--- config.mk ---
export PLATFORM = sky130hd
export DESIGN_NAME = spi_read_port
export DESIGN_NICKNAME = d
export VERILOG_FILES = /design/src/rtl/spi_read_pkg.sv /design/src/rtl/spi_read_sync.sv /design/src/rtl/spi_read_dp.sv /design/src/rtl/spi_read_ctrl.sv /design/src/rtl/spi_read_port.sv
export SDC_FILE = /design/constraint.sdc
export NUM_CORES = 1
export LEC_CHECK = 0
export BUFFER_PORTS_ARGS = -buffer_cell sky130_fd_sc_hd__buf_2
export CAP_MARGIN = 20
export CORE_ASPECT_RATIO = 0.75
export CORE_MARGIN = 5
export CORE_UTILIZATION = 61
export CTS_CLUSTER_SIZE = 40
export DETAILED_ROUTE_END_ITERATION = 8
export GPL_ROUTABILITY_DRIVEN = 0
export PLACE_DENSITY = 0.83
export SETUP_SLACK_MARGIN = 0.15
export SYNTH_ARGS = -nofsm -noshare
export SYNTH_HDL_FRONTEND = slang
export SYNTH_HIERARCHICAL = 1
export SYNTH_SLANG_ARGS = --single-unit
--- constraint.sdc ---
create_clock -name clk -period 4.45 [get_ports clk]
set_input_delay 0.445 -clock clk [delete_from_list [all_inputs] [get_ports clk]]
set_output_delay 0.445 -clock clk [all_outputs]
set_load 0.01 [all_outputs]
--- src/rtl/spi_read_pkg.sv ---
package spi_read_pkg;

  typedef enum logic [2:0] {
    ST_IDLE,
    ST_CMD,
    ST_READ,
    ST_SKIP,
    ST_FLUSH
  } portState_t;

  // strobes from control to datapath, at most one tx action per clock
  typedef struct packed {
    logic cmdShift;
    logic txLoad;
    logic txShift;
    logic txClear;
  } dpStrobe_t;

endpackage

--- src/rtl/spi_read_sync.sv ---
module spi_read_sync #(
  parameter int STAGES = 2
) (
  input  logic clk,
  input  logic rstN,
  input  logic csN,
  input  logic sclk,
  input  logic mosi,
  output logic sclkRise,
  output logic sclkFall,
  output logic csActive,
  output logic csStart,
  output logic csEnd,
  output logic mosiS
);

  localparam int LANES = 3;
  // reset level of each lane: sclk low, csN high, mosi low
  localparam logic [LANES-1:0] IDLE_LVL = 3'b010;

  logic [LANES-1:0] rawIn;
  logic [LANES-1:0] synced;
  logic sclkPrev;
  logic csPrev;

  assign rawIn = {mosi, csN, sclk};

  for (genvar g = 0; g < LANES; g++) begin : gLane
    logic [STAGES-1:0] chain;
    always_ff @(posedge clk or negedge rstN) begin
      if (!rstN) chain <= {STAGES{IDLE_LVL[g]}};
      else       chain <= {chain[STAGES-2:0], rawIn[g]};
    end
    assign synced[g] = chain[STAGES-1];
  end

  always_ff @(posedge clk or negedge rstN) begin
    if (!rstN) begin
      sclkPrev <= 1'b0;
      csPrev   <= 1'b1;
    end else begin
      sclkPrev <= synced[0];
      csPrev   <= synced[1];
    end
  end

  assign sclkRise = synced[0] & ~sclkPrev;
  assign sclkFall = ~synced[0] & sclkPrev;
  assign csActive = ~synced[1];
  assign csStart  = ~synced[1] & csPrev;
  assign csEnd    = synced[1] & ~csPrev;
  assign mosiS    = synced[2];

endmodule

--- src/rtl/spi_read_dp.sv ---
module spi_read_dp
  import spi_read_pkg::*;
#(
  parameter int BYTE_W = 8
) (
  input  logic              clk,
  input  logic              rstN,
  input  dpStrobe_t         ctl,
  input  logic              sclkFall,
  input  logic              csEnd,
  input  logic              csActive,
  input  logic              mosiS,
  input  logic [BYTE_W-1:0] inData,
  input  logic              inLast,
  output logic              cmdRead,
  output logic              loaded,
  output logic              byteLast,
  output logic              miso
);

  logic [BYTE_W-1:0] cmdReg;
  logic [BYTE_W-1:0] txReg;

  always_ff @(posedge clk or negedge rstN) begin
    if (!rstN) cmdReg <= '0;
    else if (ctl.cmdShift) cmdReg <= {cmdReg[BYTE_W-2:0], mosiS};
  end

  always_ff @(posedge clk or negedge rstN) begin
    if (!rstN) begin
      txReg    <= '0;
      loaded   <= 1'b0;
      byteLast <= 1'b0;
    end else if (ctl.txClear) begin
      txReg    <= '0;
      loaded   <= 1'b0;
      byteLast <= 1'b0;
    end else if (ctl.txLoad) begin
      txReg    <= inData;
      loaded   <= 1'b1;
      byteLast <= inLast;
    end else if (ctl.txShift) begin
      txReg    <= {txReg[BYTE_W-2:0], 1'b0};
    end
  end

  assign cmdRead = cmdReg[0];
  assign miso    = csActive & loaded & txReg[BYTE_W-1];

  // the outgoing bit may only move on a falling serial edge
  a_r4_change_on_fall: assert property (@(posedge clk) disable iff (!rstN)
    (ctl.txShift || ctl.txLoad) |-> sclkFall);

  // ending chip select empties the shifter
  a_r8_clear_on_end: assert property (@(posedge clk) disable iff (!rstN)
    csEnd |=> !loaded);

endmodule

--- src/rtl/spi_read_ctrl.sv ---
module spi_read_ctrl
  import spi_read_pkg::*;
#(
  parameter int BYTE_W = 8
) (
  input  logic      clk,
  input  logic      rstN,
  input  logic      sclkRise,
  input  logic      sclkFall,
  input  logic      csStart,
  input  logic      csEnd,
  input  logic      cmdRead,
  input  logic      loaded,
  input  logic      byteLast,
  input  logic      inValid,
  input  logic      inLast,
  output dpStrobe_t ctl,
  output logic      inReady,
  output logic      reqN
);

  localparam int CNT_W = $clog2(BYTE_W + 1);
  localparam logic [CNT_W-1:0] FULL   = CNT_W'(BYTE_W);
  localparam logic [CNT_W-1:0] PENULT = CNT_W'(BYTE_W - 2);

  portState_t       state;
  logic [CNT_W-1:0] bitCnt;
  logic             endSent;
  logic             lastPopped;
  logic             poppedAny;

  always_comb begin
    ctl = '0;
    unique case (state)
      ST_CMD: begin
        if (sclkRise && bitCnt < FULL) ctl.cmdShift = 1'b1;
        if (sclkFall && bitCnt == FULL && cmdRead) begin
          if (inValid) ctl.txLoad  = 1'b1;
          else         ctl.txClear = 1'b1;
        end
      end
      ST_READ: begin
        if (sclkFall) begin
          if (bitCnt == FULL) begin
            if (!endSent && !lastPopped && inValid) ctl.txLoad  = 1'b1;
            else                                    ctl.txClear = 1'b1;
          end else if (bitCnt != '0) begin
            ctl.txShift = 1'b1;
          end
        end
      end
      default: ;
    endcase
    if (csEnd) begin
      ctl         = '0;
      ctl.txClear = 1'b1;
    end
  end

  assign inReady = ctl.txLoad || (state == ST_FLUSH);

  always_ff @(posedge clk or negedge rstN) begin
    if (!rstN) begin
      state      <= ST_IDLE;
      bitCnt     <= '0;
      endSent    <= 1'b0;
      lastPopped <= 1'b0;
      poppedAny  <= 1'b0;
      reqN       <= 1'b1;
    end else if (csEnd) begin
      state  <= (state == ST_READ && poppedAny && !lastPopped) ? ST_FLUSH : ST_IDLE;
      bitCnt <= '0;
      reqN   <= 1'b1;
    end else begin
      unique case (state)
        ST_IDLE: begin
          reqN <= !inValid;
          if (csStart) begin
            state      <= ST_CMD;
            bitCnt     <= '0;
            endSent    <= 1'b0;
            lastPopped <= 1'b0;
            poppedAny  <= 1'b0;
          end
        end
        ST_CMD: begin
          if (sclkRise && bitCnt < FULL) bitCnt <= bitCnt + 1'b1;
          if (sclkFall && bitCnt == FULL) begin
            bitCnt <= '0;
            if (cmdRead) begin
              state <= ST_READ;
              if (ctl.txLoad) begin
                poppedAny  <= 1'b1;
                lastPopped <= inLast;
              end
            end else begin
              state <= ST_SKIP;
            end
          end
        end
        ST_READ: begin
          if (sclkRise && bitCnt < FULL) begin
            bitCnt <= bitCnt + 1'b1;
            if (bitCnt == PENULT && (!loaded || byteLast)) begin
              endSent <= 1'b1;
              reqN    <= 1'b1;
            end
          end
          if (sclkFall && bitCnt == FULL) begin
            bitCnt <= '0;
            if (ctl.txLoad) begin
              poppedAny  <= 1'b1;
              lastPopped <= inLast;
            end
          end
        end
        ST_FLUSH: begin
          if (inValid && inLast) state <= ST_IDLE;
        end
        default: ;
      endcase
    end
  end

  // once the final byte is flagged the request stays high
  a_r5_req_high_after_end: assert property (@(posedge clk) disable iff (!rstN)
    (state == ST_READ && endSent) |-> reqN);

  // inside a read a low request only moves on a serial rise or a deselect
  a_r5_req_hold_low: assert property (@(posedge clk) disable iff (!rstN)
    (state == ST_READ && !reqN && !sclkRise && !csEnd) |=> !reqN);

  // the bit counter never passes one byte
  a_r6_count_bound: assert property (@(posedge clk) disable iff (!rstN)
    bitCnt <= FULL);

  // nothing is popped once the last-flag byte is in the shifter
  a_r6_no_pop_past_last: assert property (@(posedge clk) disable iff (!rstN)
    (state == ST_READ && lastPopped) |-> !inReady);

  // discarding never announces data
  a_r7_flush_quiet: assert property (@(posedge clk) disable iff (!rstN)
    (state == ST_FLUSH) |-> reqN);

endmodule

--- src/rtl/spi_read_port.sv ---
module spi_read_port
  import spi_read_pkg::*;
#(
  parameter int BYTE_W      = 8,
  parameter int SYNC_STAGES = 2
) (
  input  logic              clk,
  input  logic              rstN,
  input  logic              csN,
  input  logic              sclk,
  input  logic              mosi,
  output logic              miso,
  output logic              reqN,
  input  logic [BYTE_W-1:0] inData,
  input  logic              inValid,
  input  logic              inLast,
  output logic              inReady
);

  logic      sclkRise, sclkFall, csActive, csStart, csEnd, mosiS;
  logic      cmdRead, loaded, byteLast;
  dpStrobe_t ctl;

  spi_read_sync #(.STAGES(SYNC_STAGES)) uSync (
    .clk(clk), .rstN(rstN), .csN(csN), .sclk(sclk), .mosi(mosi),
    .sclkRise(sclkRise), .sclkFall(sclkFall), .csActive(csActive),
    .csStart(csStart), .csEnd(csEnd), .mosiS(mosiS)
  );

  spi_read_ctrl #(.BYTE_W(BYTE_W)) uCtrl (
    .clk(clk), .rstN(rstN), .sclkRise(sclkRise), .sclkFall(sclkFall),
    .csStart(csStart), .csEnd(csEnd), .cmdRead(cmdRead), .loaded(loaded),
    .byteLast(byteLast), .inValid(inValid), .inLast(inLast),
    .ctl(ctl), .inReady(inReady), .reqN(reqN)
  );

  spi_read_dp #(.BYTE_W(BYTE_W)) uDp (
    .clk(clk), .rstN(rstN), .ctl(ctl), .sclkFall(sclkFall), .csEnd(csEnd),
    .csActive(csActive), .mosiS(mosiS), .inData(inData), .inLast(inLast),
    .cmdRead(cmdRead), .loaded(loaded), .byteLast(byteLast), .miso(miso)
  );

endmodule

==> run_results.csv, run 1 <==
group,metric,value,unit
die,die_w,68.28,um
logic_synthesis,synth_mux_area_frac,0.06522,
job,maxCapViolCount,0,
cts,postCtsSetupBuffers,0,
worst_setup_path,worstPathRequired,4.01,ns
sta,worst_pin_slew,0.7429,ns
routing,drt-met1-wl,1372,um
finish,nFillCells,193,
grt,antenna_found_initial,0,
finish,layout_commonest_cell,"dfrtp_1",
placed_design,port_buffers,17,
die,initial_utilization,0.6571,
grt,overflow,0,
routing,viasPerCell,5.798,
logic_synthesis,yosys.area_share.xor_xnor,0.01047,
grt,grt_max_degree,31,
sta,grt_setup_unrepaired,"no",
cts,root_buffer,"clkbuf_4",
die,die_area,3667,sq um
die,fp-row-count,15,
worst_setup_path,worstPathMaxFanout,15,
sta,hold_viol,0,
finish,antenna_cells,0,
routing,dr.pass1.iters,4,
cts,cts_max_level,2,
sta,setup_viol,0,
logic_synthesis,synth.avg_cell_area,10.64,sq um
die,io_pins,18,
finish,area_delta_synth_final,11.59,%
worst_setup_path,rr_startpoint,"uSync/gLane[1].chain[1]",
logic_synthesis,synth_fa_ha_area_frac,0.02415,
grt,grt_pass1_vias,1182,
cts,clockBufferDepth,2,
worst_setup_path,rr_worst_depth,5,
run_status,status,"finished, final reports clean",
sta,clock_skew,0.008061,ns
routing,top_layer_used,"met4",
finish,layout-drive-gt1-share,0.2378,
logic_synthesis,syn_nets,164,
placed_design,dp_cells,190,
logic_synthesis,synth_compound_area_frac,0.1353,
routing,wl_per_cell,15.65,um
routing,drt_iter0_drc,112,
cts,clk_latency,0.34,ns
sta,fin_setup_tns,0,ns
routing,vias,1148,
sta,fin_crit_sh,0.6176,
finish,fin_cells,198,
routing,drc,0,
logic_synthesis,netlist_instances,146,
die,core,2365,sq um
sta,layout_min_cycle_time,2.748,ns
cts,cts.sinks,30,
logic_synthesis,yosysWarnings,6,
routing,route.met2.wl,1442,um
routing,met3_wirelength,179,um
placed_design,pre_cts_slack,2.086,ns
cts,cts_tree,"yes",
worst_setup_path,path_class,"reg2out",
power_and_ir_drop,ir_drop,224.8,uV
finish,final_cell_mix,"26 x dfrtp_1, 17 x buf_2, 13 x nor2b_1, 11 x nand2_1, 10 x a21oi_1",
sta,slew_headroom,0.5037,
placed_design,dp_hpwl,2183,um
sta,layout_setup_ws,1.702,ns
power_and_ir_drop,p_per_area,380.9,nW/um^2
routing,wl,3098,um
logic_synthesis,yosys.area_share.simple,0.2262,
worst_setup_path,r2r_slack,2.08,ns
logic_synthesis,ys_seq_area_frac,0.4863,
cts,hold_buffers,0,
worst_setup_path,startpoint_type,"register",
die,die_h,53.71,um
grt,grt_pass1_wl,5395,um
power_and_ir_drop,total_power,0.6606,mW
worst_setup_path,endpoint_kind,"output port",
grt,track_usage,0.2091,
logic_synthesis,yosys_register_bits,30,
power_and_ir_drop,leakage,0.7804,nW
cts,post_cts_resized,0,
worst_setup_path,arrival,2.30,ns
sta,timing.fmax,363.9,MHz
routing,ant_nets,0,
worst_setup_path,reg2reg_to,"uDp/txReg[0]",
logic_synthesis,yosysUniqueCellTypes,39,
cts,numCtsBuffers,5,
sta,drv_slew,0,
finish,fin_util,0.7333,
hold_path,hold_class,"in2async",
logic_synthesis,synth_top_family_by_area,"simple AND/OR/NAND/NOR gates",
logic_synthesis,syn_area,1554,sq um
finish,layout.nets,181,
cts,cts.clk_slew.worst_paths,0.10,ns
power by group:
group / internal (mW) / total (mW) / switching [mW]
clock: 0.190 / 0.289 / 0.0989
combinational: 0.0280 / 0.0675 / 0.0396
sequential: 0.289 / 0.304 / 0.0153
per-layer routing:
layer  vias up  track usage
met5         -            0
met4         0       0.1452
met3        12      0.05637
met2        38       0.3120
met1       554       0.2647
li1        544            -
worst max path at each step:
stage | slack (ns) | startpoint | to | depth (start not counted)
after floorplan | 2.67 | uSync/gLane[1].chain[1] | uDp/txReg[0] | 7
after global routing | 1.51 | uSync/gLane[1].chain[1] | inReady | 5
after detailed placement | 2.09 | uSync/gLane[1].chain[1] | inReady | 5
after global placement | 2.19 | uSync/gLane[1].chain[1] | inReady | 5
final | 1.70 | uSync/gLane[1].chain[1] | inReady | 5
after CTS | 1.69 | uSync/gLane[1].chain[1] | inReady | 5
sequential cells by signal, indices dropped and copies added, names as in the netlist:
| signal | count |
|---|---|
| uDp/txReg | 8 |
| uCtrl/reqN | 1 |
| uSync/csPrev | 1 |
| uCtrl/state | 3 |
| uCtrl/poppedAny | 1 |
| uSync/sclkPrev | 1 |
| uCtrl/bitCnt | 4 |
| uSync/gLane.chain | 6 |
| uCtrl/lastPopped | 1 |
| uDp/cmdReg | 1 |
| uDp/loaded | 1 |
| uDp/byteLast | 1 |
| uCtrl/endSent | 1 |
area by class of cell:
cell class	count	area [sq um]	share of cell area
clock buffers	6	51.30	0.02958
clock inverters	2	60.06	0.03463
inverters	6	22.52	0.01299
multi-input cells	103	716.9	0.4134
flip-flops and latches	30	755.7	0.4358
well taps	34	42.54	0.02453
repair buffers	17	85.08	0.04906
logic make-up after synthesis:
logic type                 Yosys count
and+or+nand+nor                     57
AOI/OAI and AO/OA                   32
DFF                                 30
buffers and inverters               13
muxes                               10
adders and majority gates            3
xor gates and xnor gates             1
stage by stage:
stage	area (sq um)	hold WS, ns
6_report	1734	0.1119
5_1_grt	1734	0.1632
4_1_cts	1734	0.1280
3_5_place_dp	1623	0.3411
3_3_place_gp	1623	0.3340
2_1_floorplan	1554	0.1494
worst max-delay path: stages (launching register included):
cell,delay (ns)
dfstp_2,0.58
nor2b_1,0.62
nor2_1,0.17
o2111a_2,0.29
a21o_1,0.18
buf_2,0.13
synthesized netlist by cell type (all sizes together):
cell type	count	area, sq um
a211oi	7	52.55
a21o	2	15.01
a221oi	1	8.760
xnor2	1	16.27
nand2b	3	18.77
a32o	1	10.01
and3b	1	8.760
nand2	11	41.29
o21a	2	15.01
o31ai	1	7.510
or3b	1	8.760
and4b	2	25.02
nor2	9	33.78
a21oi	10	50.05
a22o	1	8.760
buf	7	58.80
o2111a	1	12.51
inv	6	22.52
nand4bb	1	11.26
o21ai	6	30.03
mux2	1	11.26
nor2b	14	95.09
or3	1	6.260
nand3	4	20.02
nor3	4	25.02
nor4	2	27.53
and2b	2	17.52
dfrtp	26	650.6
dfstp	4	105.1
and3	2	12.51
ha	3	37.54
mux2i	9	90.09
Power figures use the tool's default switching activity.
==> run 2, diff against run 1 <==
--- a/config.mk
+++ b/config.mk
@@ -9,11 +9,11 @@
 export CAP_MARGIN = 20
 export CORE_ASPECT_RATIO = 0.75
 export CORE_MARGIN = 5
-export CORE_UTILIZATION = 61
+export CORE_UTILIZATION = 57
 export CTS_CLUSTER_SIZE = 40
 export DETAILED_ROUTE_END_ITERATION = 8
 export GPL_ROUTABILITY_DRIVEN = 0
-export PLACE_DENSITY = 0.83
+export PLACE_DENSITY = 0.78
 export SETUP_SLACK_MARGIN = 0.15
 export SYNTH_ARGS = -nofsm -noshare
 export SYNTH_HDL_FRONTEND = slang
==> constraint.sdc (replaced) <==
create_clock -name clk -period 2.85 [get_ports clk]
set_input_delay 0.285 -clock clk [delete_from_list [all_inputs] [get_ports clk]]
set_output_delay 0.285 -clock clk [all_outputs]
set_load 0.01 [all_outputs]
==> run_results.csv, run 2 (same netlist as run 1, synthesis figures left out) <==
group,metric,value,unit
worst_setup_path,worstPathRequired,2.57,ns
placed_design,pre_cts_slack,0.9166,ns
power_and_ir_drop,ir_drop,346.7,uV
placed_design,port_buffers,17,
cts,post_cts_resized,0,
cts,cts_tree,"yes",
routing,dr.pass1.iters,4,
cts,cts.sinks,30,
die,initial_utilization,0.5971,
power_and_ir_drop,p_int,0.6143,mW
job,maxCapViolCount,0,
worst_setup_path,rr_startpoint,"uSync/gLane[1].chain[1]",
finish,layout_commonest_cell,"dfrtp_1",
grt,grt_pass1_wl,5085,um
grt,grt_pass1_vias,1155,
sta,hold_ws,0.04673,ns
hold_path,whs_endpoint,"uSync/gLane[1].chain[0]",
cts,clockBufferDepth,2,
placed_design,dp_cells,193,
hold_path,hold_depth,1,
finish,layout.nets,183,
finish,largest_registers,"uDp/txReg: 8 flops, uSync/gLane.chain: 6 flops, uCtrl/bitCnt: 4 flops",
routing,ant_nets,0,
power_and_ir_drop,switching_share,0.2719,
sta,worst_pin_slew,0.6281,ns
sta,timing.fmax,453.8,MHz
hold_path,worstHoldStart,"csN",
power_and_ir_drop,p_clk_frac,0.315,
power_and_ir_drop,p_per_area,494.3,nW/um^2
worst_setup_path,endpoint_kind,"output port",
die,die_h,55.22,um
power_and_ir_drop,sequentialPowerShare,0.561,
routing,wl,2858,um
finish,area_delta_synth_final,9.823,%
cts,cts_max_level,2,
die,io_pins,18,
worst_setup_path,rr_worst_depth,6,
placed_design,dp_hpwl,2127,um
worst_setup_path,crit_chain,"inv_1 > ha_1 > and4b_4 > o2111a_2 > a21o_1 > buf_2",
grt,busiest_layer,"met2",
worst_setup_path,cpPeakStageDelay,0.43,ns
finish,ff_latch_area,755.7,sq um
grt,track_usage,0.1651,
routing,viasPerCell,5.564,
grt,antenna_found_initial,0,
cts,postCtsSetupBuffers,0,
finish,antenna_cells,0,
finish,multi_input_area,716.9,sq um
power_and_ir_drop,leakage,0.7655,nW
run_status,status,"finished, final reports clean",
die,fp-row-count,16,
die,die_w,70.29,um
cts,clk_latency,0.33,ns
cts,numCtsBuffers,5,
sta,fin_setup_tns,0,ns
worst_setup_path,critPathSlowestCell,"dfrtp_1",
finish,final_cell_mix,"26 x dfrtp_1, 17 x buf_2, 13 x nor2b_1, 11 x nand2_1, 10 x a21oi_1",
hold_path,hold_class,"in2reg",
sta,clock_skew,0.01070,ns
routing,drc,0,
sta,hold_viol,0,
grt,grt.met2_usage,0.2533,
finish,largest-register,"uDp/txReg",
worst_setup_path,path_class,"reg2out",
sta,slew_headroom,0.5812,
grt,grtUsageMet3,0.04891,
sta,layout_setup_ws,0.6463,ns
sta,fin_crit_sh,0.7732,
worst_setup_path,arrival,1.92,ns
sta,drv_slew,0,
sta,layout_min_cycle_time,2.204,ns
finish,fin_util,0.6558,
routing,drt_iter0_drc,93,
worst_setup_path,startpoint_type,"register",
sta,grt_setup_unrepaired,"no",
grt,grt_util_met1,0.2168,
worst_setup_path,r2r_slack,0.92,ns
sta,setup_viol,0,
cts,root_buffer,"clkbuf_4",
cts,cts.clk_slew.worst_paths,0.10,ns
routing,wl_per_cell,14.15,um
worst_setup_path,worstPathMaxFanout,15,
die,core,2603,sq um
finish,largest_reg_flops,8,
die,die_area,3881,sq um
grt,grt_max_degree,31,
finish,nFillCells,234,
grt,overflow,0,
power_and_ir_drop,power_frac_comb,0.124,
power_and_ir_drop,p_sw,0.2294,mW
worst_setup_path,reg2reg_to,"uDp/txReg[0]",
finish,fin_cells,202,
finish,layout-drive-gt1-share,0.2410,
routing,vias,1124,
-- run 2: cell types whose count changed in the layout (fill, tap and decap cells not counted) --
cell | previous run | this run
clkinvlp_4 | 0 | 1
dlygate4sd3_1 | 0 | 1
bufinv_16 | 2 | 0
clkinv_2 | 0 | 1
buf_4 | 0 | 1
-- run 2: what timing repair did --
item                       4_1_cts  5_1_grt
hold endpoints to repair        26        0
setup endpoints to repair        0        0
hold buffers                     1        0
-- run 2: critical path: cells and delay by family, from the launching register on --
family,cells,cell delay (ns)
buf+inv,2,0.22
simple gates,1,0.28
flops,1,0.43
compound gates,2,0.49
fa+ha+maj,1,0.18
-- run 2: how the worst max path moves through the flow --
stage,startpoint,to,slack [ns],cells past startpoint
2_1_floorplan,uSync/gLane[1].chain[1],uDp/txReg[0],1.07,7
3_3_place_gp,uSync/gLane[1].chain[1],uDp/txReg[0],0.99,6
3_5_place_dp,uCtrl/bitCnt[0],uDp/txReg[6],0.92,6
4_1_cts,uCtrl/bitCnt[0],inReady,0.63,6
5_1_grt,uSync/csPrev,inReady,0.50,6
6_report,uCtrl/bitCnt[0],inReady,0.65,6
-- run 2: stage by stage --
step                      instance area, sq um  total power [mW]
after global routing                      1707            0.8930
after CTS                                 1707            0.8523
after floorplan                           1554            0.5465
after global placement                    1633            0.5790
after detailed placement                  1633            0.5854
final                                     1707            0.8437
-- run 2: final cells by class --
| class | count | share of cell area |
|---|---|---|
| clock buffer | 6 | 0.03006 |
| clock inverter | 2 | 0.007331 |
| inverter | 6 | 0.01320 |
| multi-input combinational | 103 | 0.4201 |
| sequential | 30 | 0.4428 |
| tap | 36 | 0.02639 |
| timing repair buffer | 19 | 0.06012 |
-- run 2: power groups by stage --
stage,Clock [mW],Sequential (mW),Combinational (mW)
after floorplan,0,0.473,0.0732
after global placement,0,0.480,0.0993
after detailed placement,0,0.482,0.103
after CTS,0.273,0.474,0.105
after global routing,0.296,0.477,0.119
final,0.266,0.474,0.104
-- run 2: per-layer routing --
layer / vias to the layer above / wire [um]
met4: 0 / 40
met5: - / 0
li1: 551 / -
met3: 5 / 145
met1: 542 / 1353
met2: 26 / 1317
==> run 3, diff against run 2 <==
--- a/config.mk
+++ b/config.mk
@@ -9,11 +9,11 @@
 export CAP_MARGIN = 20
 export CORE_ASPECT_RATIO = 0.75
 export CORE_MARGIN = 5
-export CORE_UTILIZATION = 57
+export CORE_UTILIZATION = 51
 export CTS_CLUSTER_SIZE = 40
 export DETAILED_ROUTE_END_ITERATION = 8
 export GPL_ROUTABILITY_DRIVEN = 0
-export PLACE_DENSITY = 0.78
+export PLACE_DENSITY = 0.74
 export SETUP_SLACK_MARGIN = 0.15
 export SYNTH_ARGS = -nofsm -noshare
 export SYNTH_HDL_FRONTEND = slang
==> constraint.sdc (replaced) <==
create_clock -name clk -period 2 [get_ports clk]
set_input_delay 0.2 -clock clk [delete_from_list [all_inputs] [get_ports clk]]
set_output_delay 0.2 -clock clk [all_outputs]
set_load 0.01 [all_outputs]
==> run_results.csv, run 3 (same netlist as run 1, synthesis figures left out) <==
group,metric,value,unit
grt,antenna_found_initial,0,
worst_setup_path,critPathSlowestCell,"dfrtp_1",
sta,grt_setup_unrepaired,"no",
routing,drc,0,
die,io_pins,18,
sta,hold_viol,0,
die,initial_utilization,0.5294,
grt,grt_pass1_wl,5809,um
cts,clockBufferDepth,2,
cts,clk_latency,0.28,ns
routing,viasPerCell,5.596,
grt,track_usage,0.1807,
worst_setup_path,worstPathRequired,1.80,ns
finish,multi_input_area,726.9,sq um
routing,ant_nets,0,
routing,wl_per_cell,15.58,um
die,core,2935,sq um
finish,antenna_cells,0,
sta,drv_slew,0,
die,die_w,73.74,um
finish,largest_registers,"uDp/txReg: 8 flops, uSync/gLane.chain: 6 flops, uCtrl/bitCnt: 4 flops",
power_and_ir_drop,p_clk_frac,0.364,
routing,vias,1220,
power_and_ir_drop,switching_share,0.2619,
worst_setup_path,crit_start,"uCtrl/bitCnt[1]",
sta,fin_setup_tns,0,ns
power_and_ir_drop,p_per_area,748.2,nW/um^2
worst_setup_path,cpPeakStageDelay,0.39,ns
finish,area_delta_synth_final,19.40,%
cts,cts.clk_slew.worst_paths,0.07,ns
die,die_h,57.81,um
finish,nFillCells,243,
worst_setup_path,path_class,"reg2out",
die,die_area,4263,sq um
sta,hold_ws,0.01806,ns
worst_setup_path,startpoint_type,"register",
sta,fin_crit_sh,0.9022,
cts,root_buffer,"clkbuf_8",
grt,grt_max_degree,31,
job,maxCapViolCount,0,
placed_design,port_buffers,17,
hold_path,hold_class,"in2reg",
sta,clock_skew,0.007973,ns
cts,cts.sinks,30,
routing,dr.pass1.iters,4,
sta,slew_headroom,0.5572,
finish,layout.nets,197,
power_and_ir_drop,p_int,1.025,mW
sta,worst_pin_slew,0.6642,ns
worst_setup_path,crit_chain,"inv_2 > ha_2 > and4b_4 > o2111a_2 > a21o_1 > buf_2",
worst_setup_path,worstPathMaxFanout,3,
worst_setup_path,rr_startpoint,"uCtrl/bitCnt[0]",
power_and_ir_drop,p_sw,0.3636,mW
power_and_ir_drop,sequentialPowerShare,0.479,
finish,layout-drive-gt1-share,0.3278,
finish,ff_latch_area,755.7,sq um
finish,largest_reg_flops,8,
finish,final_cell_mix,"26 x dfrtp_1, 17 x buf_2, 15 x buf_4, 12 x nor2b_1, 11 x nand2_1",
power_and_ir_drop,ir_drop,428.5,uV
run_status,status,"finished, final reports clean",
die,fp-row-count,17,
power_and_ir_drop,leakage,0.8540,nW
placed_design,dp_hpwl,2389,um
routing,drt_iter0_drc,151,
grt,overflow,0,
sta,setup_viol,0,
worst_setup_path,endpoint_kind,"output port",
worst_setup_path,arrival,1.60,ns
cts,cts_tree,"yes",
finish,largest-register,"uDp/txReg",
finish,fin_util,0.6321,
worst_setup_path,crit_buf_inv,2,
cts,cts_max_level,2,
cts,numCtsBuffers,5,
hold_path,worstHoldStart,"csN",
grt,grt_pass1_vias,1248,
finish,layout_commonest_cell,"dfrtp_1",
power_and_ir_drop,power_frac_comb,0.157,
sta,layout_min_cycle_time,1.804,ns
sta,timing.fmax,554.2,MHz
routing,wl,3397,um
worst_setup_path,critPathTopFamily,"flip-flops",
run 3: cell count changes in the layout (fill, tap and decap cells not counted):
| cell | previous run | this run |
|---|---|---|
| buf_4 | 1 | 15 |
| clkbuf_4 | 5 | 0 |
| clkbuf_8 | 1 | 6 |
| inv_1 | 6 | 4 |
| inv_2 | 0 | 2 |
| a211oi_1 | 7 | 6 |
| a211oi_2 | 0 | 1 |
| ha_1 | 3 | 2 |
| ha_2 | 0 | 1 |
| nor2b_1 | 13 | 12 |
| nor2b_2 | 0 | 1 |
run 3: cell type report:
type                            count  share of cell area
Multi-Input combinational cell    103              0.3918
Tap cell                           38             0.02562
Clock inverter                      2            0.006743
Timing Repair Buffer               33              0.1119
Sequential cell                    30              0.4073
Clock buffer                        6             0.04450
Inverter                            6             0.01214
run 3: final timing paths:
kind                                           endpoint  cells after the start  slack (ns)
worst max-delay path                            inReady                      6        0.20
worst min-delay path            uSync/gLane[1].chain[0]                      1        0.02
worst max register to register          uCtrl/bitCnt[0]                      8        0.27
worst min register to register  uSync/gLane[0].chain[1]                      0        0.35
max in group asynchronous               uCtrl/bitCnt[0]                      2        1.08
min in group asynchronous                uCtrl/state[0]                      2        0.48
run 3: what timing repair did:
item	in CTS	in global routing
setup buffers	5	4
hold buffers	1	0
endpoints found under the setup margin	2	4
gates resized for setup	0	5
gates cloned	0	0
endpoints found under the hold margin	26	0
pin swaps	0	1
run 3: through the flow:
| stage | total power, mW | std cells | setup slack, ns | area (sq um) |
|---|---|---|---|---|
| 6_report | 1.388 | 218 | 0.1957 | 1856 |
| 5_1_grt | 1.457 | 218 | 0.1366 | 1856 |
| 4_1_cts | 1.367 | 214 | 0.1799 | 1815 |
| 3_5_place_dp | 0.8351 | 200 | 0.1302 | 1673 |
| 3_3_place_gp | 0.8293 | 200 | 0.2659 | 1673 |
| 2_1_floorplan | 0.7787 | 146 | 0.2245 | 1554 |
run 3: power by group through the flow:
stage | Sequential (mW) | Clock, mW | Combinational [mW]
final | 0.665 | 0.505 | 0.218
after global routing | 0.668 | 0.546 | 0.243
after CTS | 0.661 | 0.522 | 0.184
after detailed placement | 0.680 | 0 | 0.155
after global placement | 0.678 | 0 | 0.151
after floorplan | 0.674 | 0 | 0.104
run 3: metal layers:
metal | track usage | part of all wire | vias to the layer above
met5 | 0 | 0 | -
met3 | 0.05199 | 0.072 | 4
met1 | 0.2484 | 0.47 | 594
li1 | - | - | 579
met4 | 0.1008 | 0.011 | 0
met2 | 0.2538 | 0.44 | 43
